===== config.mk =====
export PLATFORM = sky130hd
export DESIGN_NAME = sdi_descrambler_aligner
export DESIGN_NICKNAME = d
export VERILOG_FILES = /design/src/rtl/sdi_rx_pkg.sv /design/src/rtl/nrzi_decode.sv /design/src/rtl/self_sync_descrambler.sv /design/src/rtl/trs_word_framer.sv /design/src/rtl/sdi_descrambler_aligner.sv
export SDC_FILE = /design/constraint.sdc
export NUM_CORES = 1
export LEC_CHECK = 0
export BUFFER_PORTS_ARGS = -buffer_cell sky130_fd_sc_hd__buf_2
export CORE_MARGIN = 2
export CORE_UTILIZATION = 54
export CTS_BUF_LIST = sky130_fd_sc_hd__clkbuf_16
export CTS_CLUSTER_DIAMETER = 80
export DETAILED_ROUTE_END_ITERATION = 10
export PLACE_DENSITY = 0.76
export SETUP_SLACK_MARGIN = 0.05
export SLEW_MARGIN = 20
export SYNTH_ARGS = -nofsm -noshare
export SYNTH_HDL_FRONTEND = slang
export SYNTH_SLANG_ARGS = --single-unit

===== constraint.sdc =====
create_clock -name clk -period 2.58 [get_ports clk]
set_input_delay 0.516 -clock clk [delete_from_list [all_inputs] [get_ports clk]]
set_output_delay 0.516 -clock clk [all_outputs]
set_load 0.05 [all_outputs]

===== src/rtl/sdi_rx_pkg.sv =====
package sdi_rx_pkg;
    localparam int CTRL_W = 8;
    localparam logic [CTRL_W-1:0] CTRL_RST = 8'h36;
    // control bit positions
    localparam int CB_DSCR = 1;
    localparam int CB_NRZI = 2;
    localparam int CB_CLIP = 4;
    localparam int CB_SYNC = 5;

    typedef enum logic [0:0] {
        FR_HUNT = 1'b0,
        FR_LOCK = 1'b1
    } fr_state_t;
endpackage


===== src/rtl/nrzi_decode.sv =====
module nrzi_decode (
    input  logic clk,
    input  logic rst_n,
    input  logic en,
    input  logic din,
    output logic dout
);
    logic prev_q;

    always_ff @(posedge clk) begin
        if (!rst_n) prev_q <= 1'b0;
        else        prev_q <= din;
    end

    assign dout = en ? (din ^ prev_q) : din;
endmodule


===== src/rtl/self_sync_descrambler.sv =====
module self_sync_descrambler #(
    parameter int TAP_NEAR = 4,
    parameter int TAP_FAR  = 9
) (
    input  logic clk,
    input  logic rst_n,
    input  logic en,
    input  logic din,
    output logic dout
);
    logic [TAP_FAR-1:0] hist_q;

    always_ff @(posedge clk) begin
        if (!rst_n) hist_q <= '0;
        else        hist_q <= {hist_q[TAP_FAR-2:0], din};
    end

    assign dout = en ? (din ^ hist_q[TAP_NEAR-1] ^ hist_q[TAP_FAR-1]) : din;
endmodule


===== src/rtl/trs_word_framer.sv =====
module trs_word_framer
    import sdi_rx_pkg::*;
#(
    parameter int WORD_W    = 10,
    parameter int CLIP_BITS = 2
) (
    input  logic              clk,
    input  logic              rst_n,
    input  logic              bit_in,
    input  logic              sync_en,
    input  logic              clip_en,
    output logic [WORD_W-1:0] word_out,
    output logic              word_stb,
    output logic              trs_found,
    output logic              aligned
);
    localparam int WIN_W = 3 * WORD_W;
    localparam int CNT_W = $clog2(WORD_W);
    localparam logic [CNT_W-1:0] CNT_LAST = CNT_W'(WORD_W - 1);
    localparam logic [WIN_W-1:0] TRS_PAT = {{(2*WORD_W){1'b0}}, {WORD_W{1'b1}}};

    logic [WIN_W-1:0]  win_q, win_nx;
    logic [CNT_W-1:0]  cnt_q;
    logic [1:0]        trs_left_q;
    fr_state_t         st_q, st_d;
    logic              hit, at_edge, is_trs;
    logic [WORD_W-1:0] oldest, shaped;

    assign win_nx  = {bit_in, win_q[WIN_W-1:1]};
    assign hit     = sync_en && (win_nx == TRS_PAT);
    assign at_edge = hit || (cnt_q == CNT_LAST);
    assign is_trs  = hit || (at_edge && (trs_left_q != 2'd0));
    assign oldest  = win_nx[WORD_W-1:0];
    assign shaped  = (clip_en && is_trs)
                   ? {oldest[WORD_W-1:CLIP_BITS], {CLIP_BITS{1'b0}}}
                   : oldest;

    // next-state logic
    always_comb begin
        st_d = st_q;
        unique case (st_q)
            FR_HUNT: if (hit) st_d = FR_LOCK;
            FR_LOCK: st_d = FR_LOCK;
        endcase
    end

    // state register
    always_ff @(posedge clk) begin
        if (!rst_n) st_q <= FR_HUNT;
        else        st_q <= st_d;
    end

    // datapath and outputs
    always_ff @(posedge clk) begin
        if (!rst_n) begin
            win_q      <= '0;
            cnt_q      <= '0;
            trs_left_q <= 2'd0;
            word_out   <= '0;
            word_stb   <= 1'b0;
            trs_found  <= 1'b0;
        end else begin
            win_q     <= win_nx;
            word_stb  <= at_edge;
            trs_found <= hit;
            if (at_edge) begin
                cnt_q    <= '0;
                word_out <= shaped;
            end else begin
                cnt_q <= cnt_q + 1'b1;
            end
            if (hit)
                trs_left_q <= 2'd2;
            else if (at_edge && (trs_left_q != 2'd0))
                trs_left_q <= trs_left_q - 2'd1;
        end
    end

    assign aligned = (st_q == FR_LOCK);


    stb_single_chk: assert property (@(posedge clk) disable iff (!rst_n)
        word_stb |=> (!word_stb || trs_found));

    cnt_range_chk: assert property (@(posedge clk) disable iff (!rst_n)
        cnt_q <= CNT_LAST);

    trs_stb_chk: assert property (@(posedge clk) disable iff (!rst_n)
        trs_found |-> (word_stb && aligned));

    lock_hold_chk: assert property (@(posedge clk) disable iff (!rst_n)
        aligned |=> aligned);

    sync_gate_chk: assert property (@(posedge clk) disable iff (!rst_n)
        trs_found |-> $past(sync_en));

    clip_low_chk: assert property (@(posedge clk) disable iff (!rst_n)
        (trs_found && $past(clip_en)) |-> (word_out[CLIP_BITS-1:0] == '0));
endmodule


===== src/rtl/sdi_descrambler_aligner.sv =====
module sdi_descrambler_aligner
    import sdi_rx_pkg::*;
#(
    parameter int WORD_W    = 10,
    parameter int TAP_NEAR  = 4,
    parameter int TAP_FAR   = 9,
    parameter int CLIP_BITS = 2
) (
    input  logic              clk,
    input  logic              rst_n,
    input  logic              ser_bit,
    input  logic              cfg_we,
    input  logic [CTRL_W-1:0] cfg_wdata,
    output logic [CTRL_W-1:0] ctrl_q,
    output logic [WORD_W-1:0] word_out,
    output logic              word_stb,
    output logic              trs_found,
    output logic              word_aligned
);
    logic nrz_bit, plain_bit;

    always_ff @(posedge clk) begin
        if (!rst_n)      ctrl_q <= CTRL_RST;
        else if (cfg_we) ctrl_q <= cfg_wdata;
    end

    nrzi_decode u_nrzi (
        .clk  (clk),
        .rst_n(rst_n),
        .en   (ctrl_q[CB_NRZI]),
        .din  (ser_bit),
        .dout (nrz_bit)
    );

    self_sync_descrambler #(
        .TAP_NEAR(TAP_NEAR),
        .TAP_FAR (TAP_FAR)
    ) u_dscr (
        .clk  (clk),
        .rst_n(rst_n),
        .en   (ctrl_q[CB_DSCR]),
        .din  (nrz_bit),
        .dout (plain_bit)
    );

    trs_word_framer #(
        .WORD_W   (WORD_W),
        .CLIP_BITS(CLIP_BITS)
    ) u_frm (
        .clk      (clk),
        .rst_n    (rst_n),
        .bit_in   (plain_bit),
        .sync_en  (ctrl_q[CB_SYNC]),
        .clip_en  (ctrl_q[CB_CLIP]),
        .word_out (word_out),
        .word_stb (word_stb),
        .trs_found(trs_found),
        .aligned  (word_aligned)
    );


    ctrl_load_chk: assert property (@(posedge clk) disable iff (!rst_n)
        cfg_we |=> (ctrl_q == $past(cfg_wdata)));
endmodule


* After elaboration in Yosys (flattened, before gate mapping)
Index checks and enable logic that the tools add are counted.
Widths: inputs -> output; s select.
** Word-level totals
- Flip-flop bits (word level) :: 67
- Input bits :: 12
- Output and inout port bits :: 21
- Logic and storage cells :: 36
** Cells by class
- $add $sub $neg :: 2
- Equality and inequality tests :: 2
- Muxes and demuxes :: 7
- Bitwise logic cells :: 5
- Reduce and logical (&&, ||, !) cells :: 9
** Operators with widths (count)
- $eq 30x10->1 const B :: 1
- $mux 2 :: 3
- $add 4x1->4 const B :: 1
- $eq 4x4->1 const B :: 1
- $reduce_bool 2->1 :: 2
- $reduce_or 2->1 :: 2
- $logic_and 1x1->1 :: 3
- $mux 1 :: 3
- $xor 1x1->1 :: 3
- $logic_or 1x1->1 :: 2
- $not 1->1 :: 2
- $pmux 1 s2 :: 1
- $sub 2x1->2 const B :: 1

* Logic depth before layout (Yosys ltp)
Gate-level depths: netlist of the first run.
- Depth in word-level cells :: 12
- Gate-level depth with buffers :: 7

* Hierarchy
Synthesis of the first run repeated with hierarchy kept, for this count alone.
** Unflattened totals
- Cells, all modules :: 180
- Area total of the unflattened synthesis :: 2128.3 µm²
** By module, submodules not included
- trs_word_framer :: instances 1, cells each 130, area an instance 1539.0 µm²
- sdi_descrambler_aligner :: instances 1, cells each 25, area an instance 291.5 µm²
- self_sync_descrambler :: instances 1, cells each 21, area an instance 259.0 µm²
- nrzi_decode :: instances 1, cells each 4, area an instance 38.8 µm²

* Worst setup path after synthesis of the first run
No wires, ideal clock.
- Path kind :: register to register
- Start :: register u_frm.win_q[12]
- End :: register u_frm.word_out[5]
- Arrival :: 2042 ps
- Required time :: 2463 ps
- Path slack :: 421 ps
- Cell stages (with the launch flop) :: 7
- Cell sequence :: dfxtp_1 -> or4_1 -> or4_4 -> a211oi_4 -> nor3b_2 -> buf_6 -> a22o_1
** Between the ends
- Longest elaborated chain between the ends :: 3
** RTL lines
- start, declared :: RTL line trs_word_framer.sv:22 : logic [WIN_W-1:0] win_q, win_nx;
- start signal, assigned :: RTL line trs_word_framer.sv:63 : win_q <= win_nx;
- $eq 30x10->1 :: RTL line trs_word_framer.sv:30 : assign hit = sync_en && (win_nx == TRS_PAT);
- $logic_and 1x1->1 :: RTL line trs_word_framer.sv:30
- $logic_or 1x1->1 :: RTL line trs_word_framer.sv:31 : assign at_edge = hit || (cnt_q == CNT_LAST);
- end signal, assigned :: RTL line trs_word_framer.sv:68 : word_out <= shaped;
- end, declared :: RTL line trs_word_framer.sv:12 : output logic [WORD_W-1:0] word_out,
No other way between the ends.
A chain may end at the register's enable or synchronous reset.

* Worst setup path after layout of the first run
- Start :: register u_frm.win_q[12]
- End :: register u_frm.word_out[1]
** Between the ends
- Longest elaborated chain between the ends :: 7
** RTL lines
- $eq 30x10->1 * :: RTL line trs_word_framer.sv:30
- $logic_and 1x1->1 * :: RTL line trs_word_framer.sv:30
- $logic_or 1x1->1 :: RTL line trs_word_framer.sv:31
- $logic_and 1x1->1 :: RTL line trs_word_framer.sv:32 : assign is_trs = hit || (at_edge && (trs_left_q != 2'd0));
- $logic_or 1x1->1 :: RTL line trs_word_framer.sv:32
- $logic_and 1x1->1 :: RTL line trs_word_framer.sv:34 : assign shaped = (clip_en && is_trs)
- $mux 2 :: RTL line trs_word_framer.sv:35 : ? {oldest[WORD_W-1:CLIP_BITS], {CLIP_BITS{1'b0}}}
Mark *: on every way between the ends. The rest lies on a longest branch, timed or not.

==> summary.txt, run 1 <==
Synth
  • Yosys warning total: 0
  • Cell taking the most area after synthesis: dfxtp_1
  • Number of synthesized flops with an enable pin: 0
  • Post-Synthesis Cells: ~190
  • Top cells by area, synth: dfxtp_1 61%, and2_1 12%, mux2i_1 3.7%, a22o_1 3.2%, buf_4 1.7%
  • Synth Flop Type: dfxtp_1
  • Count leader, synth: dfxtp_1
  • Main combinational cell family by area after synthesis: simple AND/OR/NAND/NOR gates
  • Distinct cells, synth: 34
  • Post-Synth XOR/XNOR Area: 1.62%
  • Asr flop ratio synth: 0%
  • Post-synthesis mux area share: 3.70%
  • Post-Synthesis Cell Area: 2170 µm²
  • Yosys reg bits: 66
  • Top cell type's share of synthesized area: between 60% and 70%
  • Mapped Avg Cell Area: ~12 µm²
  • Simple-Gate Fraction of Synth Area: 19.9%
  • Top cells by count, synth: 66 x dfxtp_1, 40 x and2_1, 8 x a22o_1, 8 x mux2i_1, 7 x clkbuf_1
  • Sequential area share after synthesis: 61.0%
  • Compound-Gate Fraction of Synth Area: 8.03%
  • Mapped Nets: 201
  • Adder-Cell Fraction of Synth Area: 1.73%

Timing
  • Crit path time final: 2.35 ns
  • Fin crit share: 91.0%
  • TNS Setup: 0 ns
  • RSZ-0062 raised after global routing: no
  • Worst slew pin tran: 0.689 ns
  • Max-slew violations: 0
  • Fmax: ~430 MHz
  • Layout Skew: 0.00636 ns
  • Rel. slew slack: 53.9%
  • Final setup margin: 0.231 ns
  • Hold slack: around 0.42 ns
  • Hold Fails Final Rpt: 0
  • # setup viols final: 0

Finish
  • Nets: 232
  • Area grow syn2layout: 20.3%
  • Diode count: 0
  • Proportion of layout cells with a drive suffix above 1: 22.5%

Drt
  • # DRC: 0
  • DRT iter0 DRCs: 37
  • Post-route ant nets: 0
  • Drt pass-1 iters: 4
  • Vias per cell: 5.01
  • Wirelength per Cell: roughly 14 µm
  • DRT Wirelength: 3.80 mm
  • Vias after detailed routing: around 1.4k

GRT
  • First-pass GRT wire length: slightly above 6 mm
  • Largest net degree at the start of global routing: 40
  • GRT busiest layer: met2
  • Initial antenna violation count: 0
  • Overall routing resource usage: roughly a fifth
  • Grt ovf: 0
  • Grt met3 use: 6.50%
  • Met2 usage: 31.6%
  • Met1 GRT Util: a little over a fifth
  • Vias in the first global route: 1327

Power and ir drop
  • VDD IR-drop max: 500 µV
  • P_leak: 1.15 nW
  • Total Power: 0.00227 W
  • Pwr Density: 870 nW/µm²

Min path
  • HP Start: cfg_wdata[4]
  • Hold WC Path Type: primary input to flip-flop

Clock tree
  • Clock transition at the registers of the reported paths: 0.05 ns
  • Setup bufs post-CTS: 0
  • CTS resizes: 0
  • # clock sinks: between 60 and 70
  • Inserted Clock Buffers: 9
  • Root buf cell: clkbuf_16
  • H-tree depth: 3
  • Hold buffer count at cts: 0
  • Clk buf depth: 2
  • CTS tree: yes
  • Clock latency on the worst-skew pair: ~0.32 ns

Placed design
  • Port Buffer Count: 32
  • GP Congestion: 0.731
  • Place WS: roughly 0.25 ns
  • DPL Wire Length: 2.55 mm

Critical path
  • Reg-to-Reg Start: u_frm.win_q[12]
  • Critical Path RT: between 2 and 3 ns
  • Setup crit end kind: flip-flop
  • Worst-path cell chain: or4_1 > or4_4 > a211oi_4 > o21a_1 > a32o_1
  • Crit path largest cell delay: 0.54 ns
  • Startpoint Class: flip-flop
  • Critical Path Start: u_frm.win_q[12]
  • Critical path class: flip-flop to flip-flop
  • Slowest cell on crit path: or4_4
  • CP max FO: 11
  • FF-to-FF setup slack: 0.23 ns
  • CP arrival: 2.61 ns

Run
  • Max Cap Violations: 0

Floorplan
  • Site Rows: 23
  • Core region area: between 3000 and 4000 µm²
  • Die area: between 4000 and 5000 µm²
  • Die Y: 67.3 µm
  • Initial Util: a little over half
  • # IOs: 33
  • Die X: 67.3 µm

Run status
  • Status: finished, final reports clean
[power by group]
group          switching (W)  internal [W]
Combinational      0.0000587     0.0000316
Sequential         0.0000121       0.00104
Clock               0.000391      0.000733
Total               0.000462       0.00180
[cell families (layout without fill, tap and decap cells)]
family / after synthesis / in the layout
fa+ha+maj: 3 / 3
simple gates: 69 / 69
mux: 8 / 8
flops: 66 / 66
compound gates: 20 / 20
xor+xnor: 4 / 4
buf+inv: 16 / 52
[metal layers]
metal,share of wire (%),vias up,wire length (µm)
met5,0,-,0
met2,52,29,1960
met4,1.1,0,42
li1,-,684,-
met3,4.0,6,152
met1,43,644,1640
[sequential cells by signal (all words and copies together), names as in the netlist]
signal / count
ctrl_q: 8
u_dscr.hist_q: 9
u_frm.aligned: 1
u_frm.cnt_q: 4
u_frm.trs_found: 1
u_frm.trs_left_q: 2
u_frm.win_q: 29
u_frm.word_out: 10
u_frm.word_stb: 1
u_nrzi.prev_q: 1
[stage by stage]
step	std cells	util [%]	instance area, µm²
final	272	66.1	2610
after global routing	272	66.1	2610
after CTS	272	66.1	2610
after detailed placement	256	58.9	2320
after global placement	256	58.9	2320
after floorplan	186	-	2170
[cell usage in the layout (no fill, tap or decap)]
cell / Yosys / layout
a211o_1: 1 / 1
a211oi_4: 1 / 1
a21boi_0: 1 / 1
a21oi_1: 1 / 1
a22o_1: 8 / 8
a32o_1: 2 / 2
and2_1: 40 / 40
and3_1: 1 / 1
and3b_1: 1 / 1
buf_2: 0 / 32
buf_4: 5 / 1
bufinv_16: 0 / 1
clkbuf_16: 0 / 9
clkinv_1: 0 / 2
clkinv_2: 0 / 3
clkinvlp_4: 0 / 1
dfxtp_1: 66 / 66
ha_1: 3 / 3
inv_1: 3 / 3
mux2i_1: 8 / 8
nand2_1: 6 / 6
nand3_1: 1 / 1
nand4_1: 2 / 2
nand4b_1: 1 / 1
nor2_1: 2 / 2
nor2b_1: 6 / 6
nor3_1: 1 / 1
nor3b_1: 1 / 1
nor3b_2: 1 / 1
nor4_1: 3 / 3
nor4bb_1: 1 / 1
o211ai_1: 1 / 1
o21a_1: 4 / 4
o21ai_0: 1 / 1
or4_1: 1 / 1
or4_4: 1 / 1
xnor2_1: 2 / 2
xor2_1: 2 / 2
[cell type report]
| cell class | count | area, µm² |
|---|---|---|
| multi-input combinational | 104 | 758 |
| fill | 290 | 1340 |
| sequential | 66 | 1320 |
| clock inverter | 7 | 60.1 |
| timing repair buffer | 33 | 168 |
| tap | 50 | 62.6 |
| clock buffer | 9 | 225 |
| inverter | 3 | 11.3 |
[worst max-delay path, delay by kind of cell, from the launching register on]
| family | cells | cell delay, ns |
|---|---|---|
| DFF | 1 | 0.31 |
| AOI/OAI and AO/OA | 3 | 0.91 |
| and+or+nand+nor | 2 | 1.07 |
[path summary, 6_finish.rpt]
| path | endpoint | cells past startpoint |
|---|---|---|
| setup reg to reg | u_frm.word_out[1] | 5 |
| setup / recovery | u_frm.word_out[1] | 5 |
| hold / removal | ctrl_q[4] | 3 |
| hold reg to reg | u_dscr.hist_q[3] | 1 |
Power figures use the tool's default switching activity.
==> run 2, diff against run 1 <==
--- a/config.mk
+++ b/config.mk
@@ -6,6 +6,7 @@
 export NUM_CORES = 1
 export LEC_CHECK = 0
 export BUFFER_PORTS_ARGS = -buffer_cell sky130_fd_sc_hd__buf_2
+export CORE_ASPECT_RATIO = 0.8
 export CORE_MARGIN = 2
 export CORE_UTILIZATION = 54
 export CTS_BUF_LIST = sky130_fd_sc_hd__clkbuf_16
==> summary.txt, run 2 (synthesized netlist as in run 1, its figures left out) <==
Clock tree
  • Clock transition at the registers of the reported paths: 0.05 ns (about the same)
  • Hold buffer count at cts: 0 (unchanged)
  • CTS resizes: 0 (unchanged)
  • Clock latency on the worst-skew pair: 0.32 ns (about the same)
  • Clk buf depth: 2 (unchanged)
  • Inserted Clock Buffers: 9 (unchanged)
  • Root buf cell: clkbuf_16
  • Setup bufs post-CTS: 0 (unchanged)
  • # clock sinks: 66 (unchanged)
  • H-tree depth: 3 (unchanged)
  • CTS tree: yes

Run status
  • Status: finished, final reports clean

Timing
  • Crit path time final: 2.28 ns (-0.0703 ns)
  • Final setup margin: 0.302 ns (+0.0703 ns)
  • Fmax: 439 MHz (+3.1%)
  • TNS Setup: 0 ns (unchanged)
  • Max-slew violations: 0 (unchanged)
  • RSZ-0062 raised after global routing: no
  • Layout Skew: 0.00671 ns (+0.000350 ns)
  • Hold Fails Final Rpt: 0 (unchanged)
  • Worst slew pin tran: 0.696 ns (+0.00773 ns)
  • Rel. slew slack: 53.4% (-0.52 points)
  • # setup viols final: 0 (unchanged)
  • Fin crit share: 88.3% (-2.7 points)

Power and ir drop
  • Switching Share: 20.9% (+0.49 points)
  • P_leak: 1.13 nW (-1.6%)
  • Logic gate share of total power: 4.2% (+0.2 points)
  • Psw: 0.000446 W (-3.6%)
  • Pwr Density: 832 nW/µm² (-4.3%)
  • Clock share of power: 46.5% (-3.1 points)
  • Internal Power: 0.00169 W (-6.4%)
  • VDD IR-drop max: 583 µV (+17%)
  • Flop pwr share: 49.3% (+2.9 points)

Drt
  • DRT iter0 DRCs: 28 (-24%)
  • Wirelength per Cell: 12.8 µm (-8.7%)
  • Vias per cell: 4.89 (-2.5%)
  • # DRC: 0 (unchanged)
  • Post-route ant nets: 0 (unchanged)
  • Vias after detailed routing: 1334 (-2.1%)
  • DRT Wirelength: 3.48 mm (-8.3%)
  • Drt pass-1 iters: 4 (unchanged)

Finish
  • Most common cell after layout, fill and taps aside: dfxtp_1
  • Max FFs per register: 29 (unchanged)
  • Area grow syn2layout: 18.4%
  • Final Non-Filler Cells: 273 (+0.37%)
  • Commonest cells after routing, fill and taps aside: 66 x dfxtp_1, 40 x and2_1, 32 x buf_2, 9 x clkbuf_16
  • Reg area: 1320 µm² (unchanged)
  • Final Cell Area: 2560 µm² (-1.6%)
  • Nets: 232 (unchanged)
  • Fillcell total: 294 (+1.4%)
  • Proportion of layout cells with a drive suffix above 1: 21.1% (-1.4 points)
  • Multi-input logic area: 758 µm² (unchanged)
  • Top flop regs: u_frm.win_q: 29 flops, u_frm.word_out: 10 flops, u_dscr.hist_q: 9 flops
  • Diode count: 0 (unchanged)
  • Largest register by flop count: u_frm.win_q

Floorplan
  • Die Y: 60.6 µm (-9.9%)
  • Die area: 4540 µm² (about the same)
  • # IOs: 33 (unchanged)
  • Core region area: 3830 µm² (-2.9%)
  • Die X: 74.8 µm (+11%)
  • Site Rows: 20 (-13%)
  • Initial Util: 56.6% (+1.6 points)

Critical path
  • CP max FO: 11 (unchanged)
  • Setup crit end kind: flip-flop
  • Critical path class: flip-flop to flip-flop
  • Reg-to-Reg End: u_frm.word_out[1]
  • Startpoint Class: flip-flop
  • CP arrival: 2.53 ns (-0.08 ns)
  • Critical Path RT: 2.83 ns (about the same)
  • Reg2Reg Depth: 5 (unchanged)
  • Reg-to-Reg Start: u_frm.win_q[12]
  • FF-to-FF setup slack: 0.30 ns (+0.07 ns)

GRT
  • Largest net degree at the start of global routing: 53 (+33%)
  • Grt ovf: 0 (unchanged)
  • First-pass GRT wire length: 5.82 mm (-4.5%)
  • Initial antenna violation count: 0 (unchanged)
  • Overall routing resource usage: 18.3% (-0.75 points)
  • Vias in the first global route: 1274 (-4.0%)

Placed design
  • GP Congestion: 0.732 (about the same)
  • DPL Wire Length: 2.33 mm (-8.6%)
  • DP Cell Count: 261 (+2.0%)
  • Place WS: 0.282 ns (+0.0288 ns)
  • Post-DP Area: 2330 µm² (+0.27%)
  • Port Buffer Count: 32 (unchanged)

Min path
  • WHS Path Cells: 3 (unchanged)
  • HP Start: cfg_wdata[4]
  • Worst Hold Path EP: ctrl_q[4]
  • Hold WC Path Type: primary input to flip-flop

Run
  • Max Cap Violations: 0 (unchanged)
==> run 2: changes by cell type in the layout (fill, tap and decap cells not counted), sizes merged <==
cell | before | now
clkinvlp | 1 | 0
bufinv | 1 | 0
inv | 3 | 4
clkinv | 5 | 2
==> run 2: cell type report <==
class                   instances  share of cell area [%]
inverters                       3                   0.439
multi-input cells             104                    29.6
clock buffers                   9                    8.78
well taps                      55                    2.68
repair buffers                 33                    6.54
clock inverters                 3                   0.488
flip-flops and latches         66                    51.5
==> run 2: per-stage QoR <==
stage | hold slack (ns) | total power, W | utilization, %
after global routing | 0.413 | 0.00222 | 67.0
after detailed placement | 0.420 | 0.00116 | 60.8
after CTS | 0.418 | 0.00215 | 67.0
after floorplan | 0.412 | 0.00114 | -
after global placement | 0.417 | 0.00116 | 60.8
final | 0.421 | 0.00213 | 67.0
==> run 2: power by group through the flow <==
stage	Sequential, W	Combinational [W]	Clock [W]
after floorplan	0.00108	0.0000615	0
after global placement	0.00107	0.0000872	0
after detailed placement	0.00107	0.0000918	0
after CTS	0.00105	0.0000921	0.00101
after global routing	0.00105	0.0000984	0.00107
final	0.00105	0.0000906	0.000991
==> run 2: worst max-delay path, stage by stage (launching register included) <==
cell and delay [ns]:
dfxtp_1 0.30, or4_1 0.51, or4_4 0.53, a211oi_4 0.29, o21a_1 0.37, a32o_1 0.21
==> run 2: worst max path at each step <==
stage                         start           endpoint
detailed placement  u_frm.win_q[12]  u_frm.word_out[1]
global placement    u_frm.win_q[12]  u_frm.word_out[1]
finish              u_frm.win_q[12]  u_frm.word_out[1]
CTS                 u_frm.win_q[12]  u_frm.word_out[1]
floorplan           u_frm.win_q[12]  u_frm.word_out[5]
global route        u_frm.win_q[12]  u_frm.word_out[1]
==> run 2: per-layer routing <==
layer / wire length, µm / vias to the layer above / GRT usage [%]
li1: - / 682 / -
met1: 1690 / 614 / 21.1
met2: 1570 / 33 / 28.2
met3: 193 / 5 / 11.6
met4: 29 / 0 / 6.12
met5: 0 / - / 0
==> run 3, diff against run 2 <==
--- a/config.mk
+++ b/config.mk
@@ -7,7 +7,6 @@
 export LEC_CHECK = 0
 export BUFFER_PORTS_ARGS = -buffer_cell sky130_fd_sc_hd__buf_2
 export CORE_ASPECT_RATIO = 0.8
-export CORE_MARGIN = 2
 export CORE_UTILIZATION = 54
 export CTS_BUF_LIST = sky130_fd_sc_hd__clkbuf_16
 export CTS_CLUSTER_DIAMETER = 80
==> summary.txt, run 3 (synthesized netlist as in run 1, its figures left out) <==
Run status
  • Status: finished, final reports clean

Finish
  • Top flop regs: u_frm.win_q: 29 flops, u_frm.word_out: 10 flops, u_dscr.hist_q: 9 flops
  • Proportion of layout cells with a drive suffix above 1: 23.4% (+2.3 points)
  • Max FFs per register: 29 (unchanged)
  • Diode count: 0 (unchanged)
  • Nets: 232 (unchanged)
  • Fillcell total: 306 (+4.1%)
  • Multi-input logic area: 758 µm² (unchanged)
  • Largest register by flop count: u_frm.win_q
  • Most common cell after layout, fill and taps aside: dfxtp_1
  • Final core utilization: 67.9% (+0.88 points)
  • Reg area: 1320 µm² (unchanged)
  • Commonest cells after routing, fill and taps aside: 66 x dfxtp_1, 40 x and2_1, 32 x buf_2, 9 x clkbuf_16
  • Area grow syn2layout: 20.0%

GRT
  • First-pass GRT wire length: 5.78 mm (-0.82%)
  • Largest net degree at the start of global routing: 53 (unchanged)
  • Overall routing resource usage: 19.4% (+1.1 points)
  • Grt ovf: 0 (unchanged)
  • Vias in the first global route: 1305 (+2.4%)
  • Initial antenna violation count: 0 (unchanged)

Critical path
  • Critical Path RT: 2.84 ns (about the same)
  • Reg2Reg Depth: 5 (unchanged)
  • Startpoint Class: flip-flop
  • CP arrival: 2.55 ns (+0.02 ns)
  • Setup crit end kind: flip-flop
  • Reg-to-Reg Start: u_frm.win_q[12]
  • Critical path class: flip-flop to flip-flop
  • Critical Path Start: u_frm.win_q[12]
  • CP max FO: 11 (unchanged)
  • FF-to-FF setup slack: 0.30 ns (about the same)

Power and ir drop
  • P_leak: 1.14 nW (+0.48%)
  • Pwr Density: 849 nW/µm² (+2.1%)
  • Total Power: 0.00221 W (+3.4%)
  • VDD IR-drop max: 582 µV (-0.12%)

Drt
  • Vias after detailed routing: 1357 (+1.7%)
  • Vias per cell: 4.90 (+0.26%)
  • Post-route ant nets: 0 (unchanged)
  • Wirelength per Cell: 12.6 µm (-1.4%)
  • Drt pass-1 iters: 4 (unchanged)
  • # DRC: 0 (unchanged)
  • DRT Wirelength: 3.48 mm (unchanged)
  • DRT iter0 DRCs: 36 (+29%)

Clock tree
  • CTS resizes: 0 (unchanged)
  • Setup bufs post-CTS: 0 (unchanged)
  • H-tree depth: 3 (unchanged)
  • Root buf cell: clkbuf_16
  • Clk buf depth: 2 (unchanged)
  • CTS tree: yes
  • Clock transition at the registers of the reported paths: 0.05 ns (about the same)
  • Hold buffer count at cts: 0 (unchanged)
  • Clock latency on the worst-skew pair: 0.32 ns (about the same)
  • # clock sinks: 66 (unchanged)
  • Inserted Clock Buffers: 9 (unchanged)

Run
  • Max Cap Violations: 0 (unchanged)

Timing
  • Crit path time final: 2.28 ns (+0.00546 ns)
  • Fmax: 438 MHz (-0.24%)
  • Fin crit share: 88.5% (+0.21 points)
  • Hold Fails Final Rpt: 0 (unchanged)
  • # setup viols final: 0 (unchanged)
  • TNS Setup: 0 ns (unchanged)
  • Layout Skew: 0.00387 ns (-0.00285 ns)
  • Rel. slew slack: 49.7% (-3.7 points)
  • Hold slack: 0.412 ns (-0.00884 ns)
  • RSZ-0062 raised after global routing: no
  • Worst slew pin tran: 0.752 ns (+0.0555 ns)
  • Max-slew violations: 0 (unchanged)
  • Final setup margin: 0.296 ns (-0.00546 ns)

Min path
  • Hold WC Path Type: primary input to flip-flop
  • HP Start: cfg_wdata[1]
  • WHS Path Cells: 3 (unchanged)

Floorplan
  • Initial Util: 56.6% (unchanged)
  • Core region area: 3830 µm² (unchanged)
  • Die Y: 58.6 µm (-3.3%)
  • Site Rows: 20 (unchanged)
  • Die area: 4270 µm² (-5.9%)
  • Die X: 72.8 µm (-2.7%)
  • # IOs: 33 (unchanged)

Placed design
  • Place WS: 0.298 ns (+0.0155 ns)
  • Port Buffer Count: 32 (unchanged)
  • GP Congestion: 0.757 (+3.4%)
  • DPL Wire Length: 2.33 mm (about the same)
run 3: cell count changes in the layout (fill, tap and decap cells not counted):
cell,previous run,this run
clkinvlp_4,0,3
inv_1,4,3
clkinv_2,1,3
clkinv_1,1,0
clkinv_4,0,1
run 3: path summary, 6_finish.rpt:
path | to
min reg2reg | u_dscr.hist_q[3]
max | u_frm.word_out[0]
min | ctrl_q[1]
max reg2reg | u_frm.word_out[0]
run 3: report_power, final:
| part | internal (W) | switching [W] |
|---|---|---|
| Combinational | 0.0000317 | 0.0000585 |
| Clock | 0.000644 | 0.000422 |
| Sequential | 0.00104 | 0.0000120 |
| Total | 0.00171 | 0.000492 |
run 3: cell type report:
cell class	instances	area share [%]
Inverter	3	0.433
Tap cell	55	2.65
Multi-Input combinational cell	104	29.2
Timing Repair Buffer	33	6.45
Sequential cell	66	50.8
Clock inverter	7	1.78
Clock buffer	9	8.67
run 3: per-stage QoR:
step           cells  instance area, µm²
2_1_floorplan    186                2170
3_5_place_dp     261                2330
6_report         277                2600
5_1_grt          277                2600
3_3_place_gp     261                2330
4_1_cts          277                2600
run 3: worst max-delay path, cell delays in order (launching register included):
cell and delay [ns]:
dfxtp_1 0.30, or4_1 0.51, or4_4 0.53, a211oi_4 0.29, o21a_1 0.37, a32o_1 0.21
run 3: metal layers:
layer,wire length [µm],vias to the layer above,global-route usage [%]
li1,-,683,-
met1,1590,627,22.0
met2,1590,39,30.2
met3,241,8,11.1
met4,56,0,8.40
met5,0,-,0
